### src/rtl/boot_remap_pkg.sv
package boot_remap_pkg;
   typedef enum logic [2:0] {
      SEL_NONE  = 3'd0,
      SEL_DYN0  = 3'd1,
      SEL_STAT1 = 3'd2,
      SEL_STAT2 = 3'd3,
      SEL_NOR   = 3'd4,
      SEL_DOC   = 3'd5,
      SEL_EXP   = 3'd6
   } cs_sel_e;

   localparam logic [1:0] STRAP_DOC = 2'b00;
   localparam logic [1:0] STRAP_NOR = 2'b01;
   localparam logic [1:0] STRAP_ST1 = 2'b10;
   localparam logic [1:0] STRAP_EXP = 2'b11;
endpackage

### src/rtl/remap_flag_regs.sv
module remap_flag_regs #(
   parameter int N_FLAGS = 2
) (
   input  logic               clk,
   input  logic               rst_n,
   input  logic               wr,
   input  logic [N_FLAGS-1:0] wdata,
   output logic [N_FLAGS-1:0] flags
);
   if (N_FLAGS < 1) begin : g_bad_n
      $error("remap_flag_regs: N_FLAGS must be at least 1");
   end

   always_ff @(posedge clk or negedge rst_n) begin
      if (!rst_n)   flags <= '1;
      else if (wr)  flags <= flags & ~wdata;
   end

   for (genvar i = 0; i < N_FLAGS; i++) begin : g_chk
      // once cleared, a flag stays low until reset
      a_r5_no_set : assert property (@(posedge clk) disable iff (!rst_n)
         !flags[i] |=> !flags[i]);
   end
endmodule

### src/rtl/slot_decode.sv
module slot_decode
   import boot_remap_pkg::*;
#(
   parameter int ADDR_W   = 32,
   parameter int WIN_BITS = 26,
   localparam int SLOT_W  = ADDR_W - WIN_BITS,
   parameter logic [SLOT_W-1:0] STAT1_SLOT = SLOT_W'(9),
   parameter logic [SLOT_W-1:0] STAT2_SLOT = SLOT_W'(10),
   parameter logic [SLOT_W-1:0] NOR_SLOT   = SLOT_W'(12),
   parameter logic [SLOT_W-1:0] DOC_SLOT   = SLOT_W'(13),
   parameter logic [SLOT_W-1:0] EXP_SLOT   = SLOT_W'(16)
) (
   input  logic              valid,
   input  logic [ADDR_W-1:0] addr,
   input  logic              dyn_remap,
   input  logic [1:0]        strap,
   output cs_sel_e           chip_sel
);
   if (SLOT_W < 1) begin : g_bad_w
      $error("slot_decode: WIN_BITS must be below ADDR_W");
   end
   if (STAT1_SLOT == 0 || STAT2_SLOT == 0 || NOR_SLOT == 0 ||
       DOC_SLOT == 0 || EXP_SLOT == 0) begin : g_bad_slot
      $error("slot_decode: slot zero is reserved for the boot window");
   end

   logic [SLOT_W-1:0] slot;
   assign slot = addr[ADDR_W-1:WIN_BITS];

   always_comb begin
      chip_sel = SEL_NONE;
      if (valid) begin
         if (slot == '0) begin
            if (!dyn_remap)              chip_sel = SEL_DYN0;
            else if (strap == STRAP_EXP) chip_sel = SEL_EXP;
            else                         chip_sel = SEL_STAT1;
         end
         else if (slot == STAT1_SLOT) chip_sel = SEL_STAT1;
         else if (slot == STAT2_SLOT) chip_sel = SEL_STAT2;
         else if (slot == NOR_SLOT)   chip_sel = SEL_NOR;
         else if (slot == DOC_SLOT)   chip_sel = SEL_DOC;
         else if (slot == EXP_SLOT)   chip_sel = SEL_EXP;
      end
   end
endmodule

### src/rtl/static_reroute.sv
module static_reroute
   import boot_remap_pkg::*;
#(
   parameter bit STAGE2_EN = 1'b1
) (
   input  cs_sel_e    chip_sel,
   input  logic       stat_remap,
   input  logic [1:0] strap,
   output cs_sel_e    board_sel
);
   if (STAGE2_EN) begin : g_stage2
      always_comb begin
         board_sel = chip_sel;
         if (stat_remap && chip_sel == SEL_STAT1) begin
            case (strap)
               STRAP_DOC: board_sel = SEL_DOC;
               STRAP_NOR: board_sel = SEL_NOR;
               default:   board_sel = SEL_STAT1;
            endcase
         end
      end
   end else begin : g_bypass
      logic unused_ok;
      assign unused_ok = stat_remap ^ (^strap);
      assign board_sel = chip_sel;
   end
endmodule

### src/rtl/addr_alias.sv
module addr_alias
   import boot_remap_pkg::*;
#(
   parameter int ADDR_W    = 32,
   parameter int WIN_BITS  = 26,
   parameter int DYN_BITS  = 26,
   parameter int STAT1_BITS = 24,
   parameter int STAT2_BITS = 24,
   parameter int NOR_BITS  = 25,
   parameter int DOC_BITS  = 16,
   parameter int EXP_BITS  = 26
) (
   input  cs_sel_e           sel,
   input  logic [ADDR_W-1:0] addr,
   output logic [ADDR_W-1:0] dev_addr
);
   localparam int N_DEV = 6;
   localparam int DEV_BITS [N_DEV] = '{DYN_BITS, STAT1_BITS, STAT2_BITS,
                                       NOR_BITS, DOC_BITS, EXP_BITS};

   logic [ADDR_W-1:0] mask [N_DEV];

   for (genvar d = 0; d < N_DEV; d++) begin : g_mask
      if (DEV_BITS[d] < 1 || DEV_BITS[d] > WIN_BITS) begin : g_bad
         $error("addr_alias: device size must lie in 1..WIN_BITS");
      end
      assign mask[d] = ADDR_W'((64'd1 << DEV_BITS[d]) - 64'd1);
   end

   always_comb begin
      case (sel)
         SEL_DYN0:  dev_addr = addr & mask[0];
         SEL_STAT1: dev_addr = addr & mask[1];
         SEL_STAT2: dev_addr = addr & mask[2];
         SEL_NOR:   dev_addr = addr & mask[3];
         SEL_DOC:   dev_addr = addr & mask[4];
         SEL_EXP:   dev_addr = addr & mask[5];
         default:   dev_addr = '0;
      endcase
   end
endmodule

### src/rtl/boot_remap_cs.sv
module boot_remap_cs
   import boot_remap_pkg::*;
#(
   parameter int ADDR_W     = 32,
   parameter int WIN_BITS   = 26,
   parameter bit STAGE2_EN  = 1'b1,
   parameter int DYN_BITS   = 26,
   parameter int STAT1_BITS = 24,
   parameter int STAT2_BITS = 24,
   parameter int NOR_BITS   = 25,
   parameter int DOC_BITS   = 16,
   parameter int EXP_BITS   = 26
) (
   input  logic              clk,
   input  logic              rst_n,
   input  logic              acc_valid,
   input  logic [ADDR_W-1:0] acc_addr,
   input  logic [1:0]        boot_strap,
   input  logic              flag_wr,
   input  logic [1:0]        flag_wdata,
   output logic              dyn_cs0_n,
   output logic              stat1_cs_n,
   output logic              stat2_cs_n,
   output logic              nor_cs_n,
   output logic              doc_cs_n,
   output logic              exp_cs_n,
   output logic [ADDR_W-1:0] dev_addr
);
   logic [1:0] flags;
   cs_sel_e    chip_sel;
   cs_sel_e    board_sel;

   remap_flag_regs #(.N_FLAGS(2)) u_flags (
      .clk(clk), .rst_n(rst_n), .wr(flag_wr), .wdata(flag_wdata), .flags(flags)
   );

   slot_decode #(.ADDR_W(ADDR_W), .WIN_BITS(WIN_BITS)) u_stage1 (
      .valid(acc_valid), .addr(acc_addr), .dyn_remap(flags[0]),
      .strap(boot_strap), .chip_sel(chip_sel)
   );

   static_reroute #(.STAGE2_EN(STAGE2_EN)) u_stage2 (
      .chip_sel(chip_sel), .stat_remap(flags[1]), .strap(boot_strap),
      .board_sel(board_sel)
   );

   addr_alias #(
      .ADDR_W(ADDR_W), .WIN_BITS(WIN_BITS), .DYN_BITS(DYN_BITS),
      .STAT1_BITS(STAT1_BITS), .STAT2_BITS(STAT2_BITS), .NOR_BITS(NOR_BITS),
      .DOC_BITS(DOC_BITS), .EXP_BITS(EXP_BITS)
   ) u_alias (
      .sel(board_sel), .addr(acc_addr), .dev_addr(dev_addr)
   );

   assign dyn_cs0_n  = (board_sel != SEL_DYN0);
   assign stat1_cs_n = (board_sel != SEL_STAT1);
   assign stat2_cs_n = (board_sel != SEL_STAT2);
   assign nor_cs_n   = (board_sel != SEL_NOR);
   assign doc_cs_n   = (board_sel != SEL_DOC);
   assign exp_cs_n   = (board_sel != SEL_EXP);

   logic low_win;
   assign low_win = acc_valid && (acc_addr[ADDR_W-1:WIN_BITS] == '0);

   // never two devices at once
   a_r6_one_select : assert property (@(posedge clk) disable iff (!rst_n)
      $onehot0(~{dyn_cs0_n, stat1_cs_n, stat2_cs_n, nor_cs_n, doc_cs_n, exp_cs_n}));
   // quiet bus without an access
   a_r6_idle_high : assert property (@(posedge clk) disable iff (!rst_n)
      !acc_valid |-> &{dyn_cs0_n, stat1_cs_n, stat2_cs_n, nor_cs_n, doc_cs_n, exp_cs_n});
   // dynamic memory leaves the low window while the first flag is up
   a_r2_no_dyn_boot : assert property (@(posedge clk) disable iff (!rst_n)
      (low_win && flags[0]) |-> dyn_cs0_n);
   // the expansion static bank is never a boot device
   a_r8_no_stat2_boot : assert property (@(posedge clk) disable iff (!rst_n)
      low_win |-> stat2_cs_n);
   // disk-on-chip boot route
   a_r3_doc_route : assert property (@(posedge clk) disable iff (!rst_n)
      (STAGE2_EN && low_win && flags == 2'b11 && boot_strap == STRAP_DOC) |-> !doc_cs_n);
endmodule

### config.mk
export PLATFORM = sky130hd
export DESIGN_NAME = boot_remap_cs
export DESIGN_NICKNAME = d
export VERILOG_FILES = /design/src/rtl/boot_remap_pkg.sv /design/src/rtl/remap_flag_regs.sv /design/src/rtl/slot_decode.sv /design/src/rtl/static_reroute.sv /design/src/rtl/addr_alias.sv /design/src/rtl/boot_remap_cs.sv
export SDC_FILE = /design/constraint.sdc
export NUM_CORES = 1
export LEC_CHECK = 0
export CORE_MARGIN = 1
export CORE_UTILIZATION = 45
export CTS_CLUSTER_SIZE = 16
export DETAILED_ROUTE_END_ITERATION = 12
export DONT_BUFFER_PORTS = 1
export PLACE_DENSITY_LB_ADDON = 0.15
export SKIP_CTS_REPAIR_TIMING = 1
export SKIP_LAST_GASP = 1
export SLEW_MARGIN = 10
export SYNTH_ARGS = -nofsm -noshare
export SYNTH_HDL_FRONTEND = slang
export SYNTH_SLANG_ARGS = --single-unit
### constraint.sdc
create_clock -name clk -period 3.8 [get_ports clk]
set_clock_uncertainty 0.05 [all_clocks]
set_input_delay 0 -clock clk [delete_from_list [all_inputs] [get_ports clk]]
set_output_delay 0 -clock clk [all_outputs]
set_load 0.02 [all_outputs]
# --- Yosys cells after proc, flatten, opt, wreduce, memory -nomap -nowiden ---
# Index checks and enable logic that the tools add are counted.
word_totals:
  regBits: 2
  out_inout_bits: 38
  input_bits: 40
  wordCells: 40
classes:
  bitwise: 2
  eq_ne: 20
  mux: 12
  reduce_logical: 5
ops:
  columns: ["cell", "count"]
  rows:
  - ["26-bit one-hot mux with 4 select lines", 1]
  - ["3-bit two-way mux", 10]
  - ["6-bit by 4-bit == test with 1-bit output (second input constant)", 4]
  - ["3-bit by 2-bit == test with 1-bit output (second input constant)", 3]
  - ["3-bit == test (second input constant)", 3]
  - ["3-bit inequality test (second input constant)", 3]
  - ["6-bit by 5-bit == test with 1-bit output (second input constant)", 1]
  - ["6-bit zero test", 1]
  - ["3-bit by 2-bit inequality test with 1-bit output (second input constant)", 2]
  - ["3-bit one-hot mux with 2 select lines", 1]
  - ["2-bit OR reduction", 2]
  - ["3-bit by 1-bit == test with 1-bit output (second input constant)", 1]
  - ["3-bit by 1-bit inequality test with 1-bit output (second input constant)", 1]
  - ["2-bit bitwise AND", 1]
  - ["2-bit by 1-bit == test with 1-bit output (second input constant)", 1]
  - ["2-bit == test (second input constant)", 1]
  - ["2-bit zero test", 1]
  - ["2-bit inverter", 1]
  - ["1-bit logical AND", 1]

# --- Longest topological paths before layout ---
logic_depth:
  depth_word: 14
  ltp_mapped: 8
  ltp_nobuf: 6

# --- By module ---
# Synthesis repeated with hierarchy kept, for this count alone.
unflattened:
  cells_unflattened: 77
  area_unflattened_um2: 688.2
by_module_without_submodules:
  columns: ["module", "seq_area_each_um2", "cells_per_inst", "n_inst", "area_each_um2"]
  rows:
  - ["addr_alias", 0.0, 44, 1, 401.6]
  - ["slot_decode", 0.0, 17, 1, 128.9]
  - ["remap_flag_regs", 52.6, 4, 1, 67.6]
  - ["boot_remap_cs", 0.0, 6, 1, 48.8]
  - ["static_reroute", 0.0, 6, 1, 41.3]

# --- Least setup slack after synthesis ---
# Ideal clock, no wire load.
synth_path:
  kind: "reg2out"
  start: "reg u_flags.flags[0]"
  end: "out dev_addr[24]"
  n_path_buf: 0
  setup_slack_ns: 1.611
  required_time_ns: 3.750
  path_stages_with_launch: 7
  arrival_ns: 2.139
  cell_sequence: "dfstp_2 or4_1 o211ai_1 nor4b_2 or2_4 nand2b_4 a21boi_0"
synth_between:
  elab_chain_cells: 9
  word_cells_on_any_way: 15
  classes_between: "eq/ne: 7; mux: 5; reduce/logical: 3"
synth_lines:
  columns: ["item", "line", "text"]
  rows:
  - ["start: declaration", "remap_flag_regs.sv:8", "output logic [N_FLAGS-1:0] flags"]
  - ["start signal: assignment", "remap_flag_regs.sv:16", "else if (wr) flags <= flags & ~wdata;"]
  - ["3-bit two-way mux (*)", "slot_decode.sv:34", "if (!dyn_remap) chip_sel = SEL_DYN0;"]
  - ["3-bit two-way mux (*)", "slot_decode.sv:33", "if (slot == '0) begin"]
  - ["3-bit two-way mux (*)", "slot_decode.sv:32", "if (valid) begin"]
  - ["3-bit by 2-bit == test with 1-bit output", "static_reroute.sv:14", "if (stat_remap && chip_sel == SEL_STAT1) begin"]
  - ["1-bit logical AND", "static_reroute.sv:14", null]
  - ["3-bit two-way mux (*)", "static_reroute.sv:14", null]
  - ["3-bit by 1-bit == test with 1-bit output, or another cell as far along", "addr_alias.sv:31", "case (sel)"]
  - ["2-bit OR reduction (no line)", null, null]
  - ["26-bit one-hot mux with 4 select lines (*)", "addr_alias.sv:31", null]
  - ["end: declaration", "boot_remap_cs.sv:27", "output logic [ADDR_W-1:0] dev_addr"]
# Every way passes the cells marked *; elsewhere a longest branch is shown, timed or not.

# --- Worst setup path after layout ---
# Ends and elaborated chain as after synthesis.

==> impl_metrics.env <==
export IMPL_place_inst=108
export IMPL_critPathLaunch="u_flags.flags[0]$_DFFE_PN1P_"
export IMPL_drive_above_1_share_pct=21.0
export IMPL_port_buffer_count=0
export IMPL_die_h_um=44.1
export IMPL_syn_avg_cell_area_um2=8.12
export IMPL_status="finished, violations left"
export IMPL_place_gp_congestion=0.804
export IMPL_pwr_share_comb_pct=41.0
export IMPL_track_usage_pct=17.1
export IMPL_die_area_um2=1940
export IMPL_fillCellCount=147
export IMPL_fp_dieW_um=44.1
export IMPL_antenna_found_initial=0
export IMPL_p_per_area_nw_per_um2=138
export IMPL_min_path_type="in -> out"
export IMPL_coreArea_um2=1580
export IMPL_synth_top_area_share_pct=14.9
export IMPL_regMostFlops="u_flags.flags"
export IMPL_cts_buffers=3
export IMPL_yosysWarnings=0
export IMPL_ys_types=45
export IMPL_seqCellArea_um2=52.6
export IMPL_worstHoldStart="acc_addr[25]"
export IMPL_syn_to_final_growth_pct=2.83
export IMPL_multi_input_area_um2=669
export IMPL_grt_pass1_wl_um=2500
export IMPL_tightest_slew_ns=0.702
export IMPL_start_util_pct=50.5
export IMPL_drt_total_wl_um=1920
export IMPL_violations="DRC"
export IMPL_fin_crit_ns=2.53
export IMPL_top_regs="u_flags.flags (2)"
export IMPL_cellLeakagePower_nw=0.296
export IMPL_post_route_period_util_pct=66.6
export IMPL_synth_flop_cell="dfstp_2"
export IMPL_rsz0062_at_grt="false"
export IMPL_ys_seq_area_share_pct=6.60
export IMPL_drc_errors=7
export IMPL_synth_top_area_cell="and2_1"
export IMPL_cts_path_max_buffers=2
export IMPL_ios=78
export IMPL_ant_nets=0
export IMPL_required_ns=3.75
export IMPL_p_switching_mw=0.0392
export IMPL_cp_end_kind="output port"
export IMPL_finalSetupTns_ns=0
export IMPL_dp_final_hpwl_um=1530
export IMPL_path_class="reg -> out"
export IMPL_grt_util_met3_pct=2.86
export IMPL_final_nets=142
export IMPL_use_met2_pct=31.2
export IMPL_seqPwrFrac_pct=19.0
export IMPL_clk_transition_reported_paths_ns=0.03
export IMPL_gr_total_overflow=0
export IMPL_critPathLaunchType="flip-flop"
export IMPL_reg2reg_from="u_flags.flags[0]$_DFFE_PN1P_"
export IMPL_vias_per_cell=6.53
export IMPL_setup_viol=0
export IMPL_core_rowCount=14
export IMPL_cts_num_sinks=2
export IMPL_async_flop_share_pct=100
export IMPL_fmax_ghz=0.395
export IMPL_synth_edff_count=0
export IMPL_cts_root_buf="clkbuf_4"
export IMPL_internal_power_mw=0.0739
export IMPL_grt_pass1_vias=624
export IMPL_worst_path_max_fanout=6
export IMPL_power_total_mw=0.113
export IMPL_synthTopCellsByArea="and2_1 15%, dfstp_2 6.6%, and2_4 6.6%"
export IMPL_netlist_area_um2=796
export IMPL_cap_viol_max_count=0
export IMPL_synth_seq_cells=2
export IMPL_slew_headroom_pct=52.9
export IMPL_drtPass1Iterations=9
export IMPL_fin_cells=116
export IMPL_grt_use_met1_pct=19.2
export IMPL_max_vdd_ir_drop_mv=0.161
export IMPL_drt_initial_drc_count=15
export IMPL_maxSlewViolCount=0
export IMPL_hold_viol=0
export IMPL_grt_busiest_layer="met2"
export IMPL_grt_max_degree=17
export IMPL_final_area_um2=818
export IMPL_num_antenna_cells=0
export IMPL_place_area_um2=746
export IMPL_tritoncts="built"
export IMPL_largest_reg_flops=2
export IMPL_via_count=757
export IMPL_cts_max_level=1
export IMPL_critPathArrivalTime_ns=2.48
export IMPL_final_util_pct=51.9
export IMPL_synth_cells=98
export IMPL_pwr_share_clk_pct=39.9
export IMPL_clock_latency_ns=0.22
export IMPL_p_sw_share_pct=34.6
export IMPL_wl_per_cell_um=16.5
-- worst max-delay path, cell delays in order, from the launching register on --
cell and delay [ns]:
dfstp_2 0.56, a21boi_0 0.29, o211ai_1 0.15, o32ai_1 0.54, nand2b_4 0.14, a21boi_0 0.57
-- layout by cell type (no fill, tap or decap), types with 3 or more instances in the layout --
cell and count:
a21boi_0 4, and2_1 19, and2_4 6, clkbuf_4 3, conb_1 6, dlygate4sd3_1 5
nand2_1 7, nand2b_1 3, nor3_1 4, o21ai_0 3
-- final cells by class --
| class | instances | area share (%) |
|---|---|---|
| multi-input cells | 89 | 81.8 |
| clock buffers | 3 | 2.75 |
| inverters | 1 | 0.459 |
| flip-flops and latches | 2 | 6.42 |
| repair buffers | 5 | 6.12 |
| well taps | 16 | 2.45 |
-- metal layers --
metal  vias to the layer above  routed length, um
li1                        345                  -
met1                       347                638
met4                         0                  0
met5                         -                  0
met2                        65               1080
met3                         0                191
-- through the flow --
stage	hold WS, ns	setup WS (ns)
global route	0.0906	1.16
global placement	-0.198	1.54
detailed placement	-0.198	1.51
CTS	-0.431	1.27
finish	0.0871	1.27
floorplan	-0.198	1.61
-- power by group through the flow --
stage	Combinational (mW)	Clock, mW	Sequential [mW]
global route	0.0495	0.0468	0.0215
detailed placement	0.0438	0	0.0217
finish	0.0464	0.0452	0.0215
global placement	0.0432	0	0.0217
CTS	0.0439	0.0471	0.0215
floorplan	0.0526	0	0.0217
-- synthesized netlist by cell type, drive strengths merged, types with 2 or more instances --
cell type and n:
nand3 2, nor3 4, nand3b 2, and2 25, o31a 2, o21ai 4
o211ai 2, buf 11, or2 3, nor4b 2, nand2b 4, dfstp 2
nand2 7, a21boi 5, nor4bb 2
-- cell families after synthesis --
logic type	share of synthesized area, %
compound gates	27.5
xor+xnor	1.10
other cells	0.471
simple gates	52.7
buf+inv	11.6
flops	6.60
-- final timing paths --
kind / depth (start not counted) / slack [ns] / endpoint
max: 5 / 1.27 / dev_addr[24]
min: 2 / 0.09 / dev_addr[25]
max reg2reg: 2 / 2.32 / u_flags.flags[0]$_DFFE_PN1P_
min reg2reg: 2 / 0.98 / u_flags.flags[1]$_DFFE_PN1P_
max in group asynchronous: 1 / 3.53 / u_flags.flags[0]$_DFFE_PN1P_
min in group asynchronous: 1 / 0.15 / u_flags.flags[1]$_DFFE_PN1P_
Power figures use the tool's default switching activity.
